--- config.mk ---
export PLATFORM = sky130hd
export DESIGN_NAME = rtc3w_port
export DESIGN_NICKNAME = d
export VERILOG_FILES = /design/src/rtl/rtc3w_port.sv
export SDC_FILE = /design/constraint.sdc
export NUM_CORES = 1
export LEC_CHECK = 0
export BUFFER_PORTS_ARGS = -buffer_cell sky130_fd_sc_hd__buf_2
export CAP_MARGIN = 20
export CORE_AREA = 2 2 126 79
export CTS_CLUSTER_SIZE = 12
export DETAILED_ROUTE_END_ITERATION = 8
export DIE_AREA = 0 0 128 81
export GPL_TIMING_DRIVEN = 0
export PLACE_DENSITY_LB_ADDON = 0.15
export SETUP_SLACK_MARGIN = 0.15
export SYNTH_ARGS = -nofsm -noshare
export SYNTH_HDL_FRONTEND = slang
export SYNTH_SLANG_ARGS = --single-unit
--- constraint.sdc ---
create_clock -name clk -period 4.4 [get_ports clk]
set_clock_uncertainty 0.05 [all_clocks]
set_input_delay 0.22 -clock clk [delete_from_list [all_inputs] [get_ports clk]]
set_output_delay 0.22 -clock clk [all_outputs]
set_load 0.005 [all_outputs]
--- src/rtl/rtc3w_port.sv ---
module rtc3w_port #(
  parameter int PRE_W    = 8,
  parameter int FIELD_W  = 52,
  parameter int TIME_W   = 48,
  parameter int CLR_LEN  = 56,
  parameter int FSEL_BIT = 27,
  parameter int TEST_BIT = 28,
  parameter int FLAG_BIT = 48
) (
  input  logic              clk,
  input  logic              rst_n,
  input  logic              ce,
  input  logic              sclk,
  input  logic              dio_in,
  output logic              dio_out,
  output logic              dio_oe,
  input  logic [TIME_W-1:0] time_in,
  output logic [TIME_W-1:0] time_out,
  output logic              time_load,
  input  logic              lowv_in,
  output logic              lowv_flag,
  output logic              fsel,
  output logic              test_mode,
  output logic              tick_hold,
  output logic              div_clr
);
  localparam int FRAME = PRE_W + FIELD_W;
  localparam int CW = $clog2(FRAME + 1);
  localparam logic [CW-1:0] FRAME_C = CW'(FRAME);
  localparam logic [CW-1:0] LAST_C  = CW'(FRAME - 1);
  localparam logic [CW-1:0] PRE_C   = CW'(PRE_W);
  localparam logic [CW-1:0] CLR_C   = CW'(CLR_LEN);
  localparam logic [CW-1:0] TWO_C   = CW'(2);

  typedef enum logic [1:0] {M_IDLE, M_RD, M_WR} mode_t;

  mode_t              mode;
  logic [CW-1:0]      cnt;
  logic [FIELD_W-1:0] sh, snap, shin;
  logic               sclk_q, ce_q, dout, fell1, load_q, fsel_q, test_q, flag_q;

  wire rise = ce & sclk & ~sclk_q;
  wire fall = ce & ~sclk & sclk_q;
  assign shin = {dio_in, sh[FIELD_W-1:1]};

  always_comb begin
    snap = '0;
    snap[TIME_W-1:0] = time_in;
    snap[FSEL_BIT] = fsel_q;
    snap[TEST_BIT] = test_q;
    snap[FLAG_BIT] = flag_q;
  end

  always_ff @(posedge clk or negedge rst_n) begin
    if (!rst_n) begin
      mode <= M_IDLE; cnt <= '0; sh <= '0; sclk_q <= 1'b0; ce_q <= 1'b0;
      dout <= 1'b0; fell1 <= 1'b0; load_q <= 1'b0; fsel_q <= 1'b0; test_q <= 1'b0;
    end else begin
      sclk_q <= sclk;
      ce_q   <= ce;
      load_q <= 1'b0;
      if (!ce) begin
        mode <= M_IDLE; cnt <= '0; fell1 <= 1'b0; test_q <= 1'b0;
      end else begin
        if (rise) begin
          if (cnt != FRAME_C) cnt <= cnt + 1'b1;
          if (mode == M_IDLE) mode <= dio_in ? M_WR : M_RD;
          else if (cnt >= PRE_C && cnt < FRAME_C) begin
            if (mode == M_RD) begin
              dout <= sh[0];
              sh   <= sh >> 1;
            end else begin
              sh <= shin;
              if (cnt == LAST_C) begin
                load_q <= 1'b1;
                fsel_q <= shin[FSEL_BIT];
                test_q <= shin[TEST_BIT];
              end
            end
          end
        end
        if (fall) begin
          if (mode == M_WR) fell1 <= 1'b1;
          if (mode == M_RD && cnt == PRE_C) sh <= snap;
        end
      end
    end
  end

  always_ff @(posedge clk or negedge rst_n) begin
    if (!rst_n) flag_q <= 1'b0;
    else if (lowv_in) flag_q <= 1'b1;
    else if (ce_q && !ce && mode == M_RD && cnt >= CLR_C) flag_q <= 1'b0;
  end

  assign dio_out   = dout;
  assign dio_oe    = ce && mode == M_RD && cnt > PRE_C;
  assign time_out  = sh[TIME_W-1:0];
  assign time_load = load_q;
  assign lowv_flag = flag_q;
  assign fsel      = fsel_q;
  assign test_mode = test_q;
  assign tick_hold = ce && mode == M_WR && fell1;
  assign div_clr   = tick_hold && cnt < TWO_C;
endmodule

==> flow_summary_export.csv <==
group,metric,value,unit
clock_tree,cts-hold-fix-buffers,0,
clock_tree,cts_resized,0,
clock_tree,htree_levels,3,
critical_path,worstPathMaxFanout,10,
clock_tree,clk_path_buf_depth,2,
global_routing,grt_pass1_vias,2542,
routing,drt_iter0_markers,131,
critical_path,endpoint_kind,"flip-flop",
logic_synthesis,yosysTopAreaCell,"dfrtp_1",
die,start_util,38.3,%
critical_path,cpMaxStageDelayCell,"clkbuf_1",
logic_synthesis,ys.flop_type,"dfrtp_1",
logic_synthesis,synth-seq-area-share,47.4,%
layout,final_cell_area,0.00458,mm²
logic_synthesis,ys_warn_count,0,
flow_run,maxCapViolCount,0,
die,num_rows,28,
logic_synthesis,async_flop_share,100,%
sta,fmax,444,MHz
placement,gp_congestion,0.777,
critical_path,cp_common_cell,"clkbuf_1",
sta,slew_violations,0,
global_routing,grt_usage,16.3,%
clock_tree,post_cts_buffers,0,
critical_path,cp_num_buf_inv,3,
clock_tree,cts_tree,"done",
layout,drive_gt1_share,47.6,%
placement,place_area,0.00428,mm²
logic_synthesis,synth_edf_count,0,
logic_synthesis,syn-cell-area,0.00359,mm²
logic_synthesis,synthTopCellsByCount,"dfrtp_1, inv_1, a21oi_2, o22ai_1, buf_4",
die,die_h,81,µm
routing,drc,0,
sta,finalSetupViolations,0,
layout,nNetsFinal,530,
critical_path,crit_required,4.61,ns
power_and_ir_drop,power.density,307,mW/mm²
critical_path,cp_top_family,"buffers and inverters",
sta,hold_viol_final,48,
sta,rsz0062_at_grt,"false",
global_routing,grt_max_degree,69,
die,die_w,128,µm
power_and_ir_drop,vdd_ir_drop_max,211,µV
routing,drtPass1Iterations,4,
logic_synthesis,ys_ff_latch,68,
logic_synthesis,syn_inst,356,
global_routing,grt_pass1_wl,13000,µm
routing,wl_per_cell,13.6,µm
clock_tree,clk_pin_slew,0.05,ns
layout,insertedDiodeCount,0,
critical_path,crit_chain,"clkbuf_1 -> or3_1 -> clkbuf_1 -> nand4_1 -> clkbuf_1 -> o22ai_1 -> a21oi_2",
die,die_area,0.0104,mm²
logic_synthesis,synth_top_area_share,47.4,%
critical_path,setup.worst_path.start_class,"flip-flop",
power_and_ir_drop,p_leak,2.31,nW
sta,fin_crit,2.25,ns
sta,fin_hold_ws,-0.0325,ns
clock_tree,ctsRootBufferMaster,"clkbuf_16",
sta,slew-limit-headroom,40.6,%
die,ioPinCount,110,
logic_synthesis,synthTopCellsByArea,"dfrtp_1, a21oi_2, buf_4",
routing,drt-total-wl,8150,µm
critical_path,slowest_delay,0.44,ns
logic_synthesis,avgSynthCellArea,10.1,µm²
sta,min_period_over_period,51.2,%
global_routing,antenna_found_initial,1,
clock_tree,cts_buffers,9,
routing,via_per_inst,4.69,
sta,finalSetupTns,0,ns
placement,dp_hpwl,5770,µm
global_routing,grt_remaining_overflow,0,
sta,worst_pin_slew,0.891,ns
critical_path,critPathArrivalTime,2.46,ns
run_status,status,"finished with violations",
run_status,violations,"negative hold slack",
routing,vias,2807,
logic_synthesis,yosysMostFrequentCell,"dfrtp_1",
hold_path,hold_path_class,"in2async",
logic_synthesis,synth.net_count,412,
placement,io_buffer_count,107,
clock_tree,clk_latency,0.33,ns
die,core,0.00939,mm²
layout,area_growth,27.4,%
logic_synthesis,ys_types,36,
critical_path,path_class,"reg2reg",
clock_tree,cts_sinks,68,
routing,drtAntennaViolNets,0,
[flip-flops by register name (all words and copies together) (netlist names)]
name and cells:
ce_q 1, cnt 6, dio_out 1, fell1 1
fsel 1, lowv_flag 1, mode 2, sclk_q 1
sh 52, test_mode 1, time_load 1
[final timing paths]
check	depth (start not counted)	slack, ns	start	end
hold reg to reg	2	0.43	dio_out	dio_out
setup reg to reg	7	2.15	cnt[3]	sh[2]
max in group asynchronous	1	3.75	rst_n	sh[7]
setup / recovery	7	2.15	cnt[3]	sh[2]
hold / removal	1	-0.03	rst_n	cnt[1]
min in group clk	2	0.02	lowv_in	lowv_flag
[per-layer routing]
metal	global-route usage, %	part of all wire (%)	vias to the layer above
met4	5.27	1.3	2
met1	24.9	53	1308
li1	-	-	1410
met3	5.80	7.4	11
met2	20.9	39	76
met5	0	0.14	-
[layout by cell type, fill, tap and decap left out, types with 5 or more instances in the layout]
cell type  Yosys  routed
buf_2          2     108
dfrtp_1       68      68
inv_1         54      54
o22ai_1       49      49
a21oi_2       49      49
buf_4         48      49
clkbuf_1      12      16
clkbuf_16      0       9
buf_6          7       7
and2_1         6       6
nand4_1        5       5
[worst reg2reg max path, cell delays in order (launching register included)]
cell	delay, ns
dfrtp_1	0.35
clkbuf_1	0.20
or3_1	0.38
clkbuf_1	0.17
nand4_1	0.28
clkbuf_1	0.45
o22ai_1	0.18
a21oi_2	0.14
[area by class of cell]
cell class              instances  area, µm²
plain buffers                  70        499
clock buffers                  15        268
clock inverters                 1       30.0
fillers                       894       4810
inverters                      54        203
multi-input cells             164       1190
flip-flops and latches         68       1700
well taps                     120        150
repair buffers                107        538
[report_power, final]
part | internal (mW) | switching [mW] | leakage (nW)
Combinational | 0.0244 | 0.0280 | 1.48
Sequential | 0.629 | 0.00336 | 0.682
Clock | 0.470 | 0.248 | 0.144
[per-stage QoR]
stage	utilization, %	cells	hold WS [ns]	total power [mW]	worst slack, ns
6_report	48.8	599	-0.0325	1.40	2.15
4_1_cts	48.8	599	0.000240	1.42	2.13
5_1_grt	48.8	599	0.0170	1.46	1.94
3_5_place_dp	45.6	583	0.354	0.697	2.14
3_3_place_gp	45.6	583	0.350	0.697	2.17
2_1_floorplan	-	356	-0.126	0.656	2.41
[cell families (layout without fill, tap and decap cells)]
kind of cell | after synthesis | count (layout) | share of synthesized area [%]
xor+xnor | 4 | 4 | 0.975
buf+inv | 124 | 247 | 19.5
flops | 68 | 68 | 47.4
compound gates | 110 | 110 | 22.6
simple gates | 44 | 44 | 7.73
mux | 4 | 4 | 1.15
fa+ha+maj | 2 | 2 | 0.696
Power figures use the tool's default switching activity.
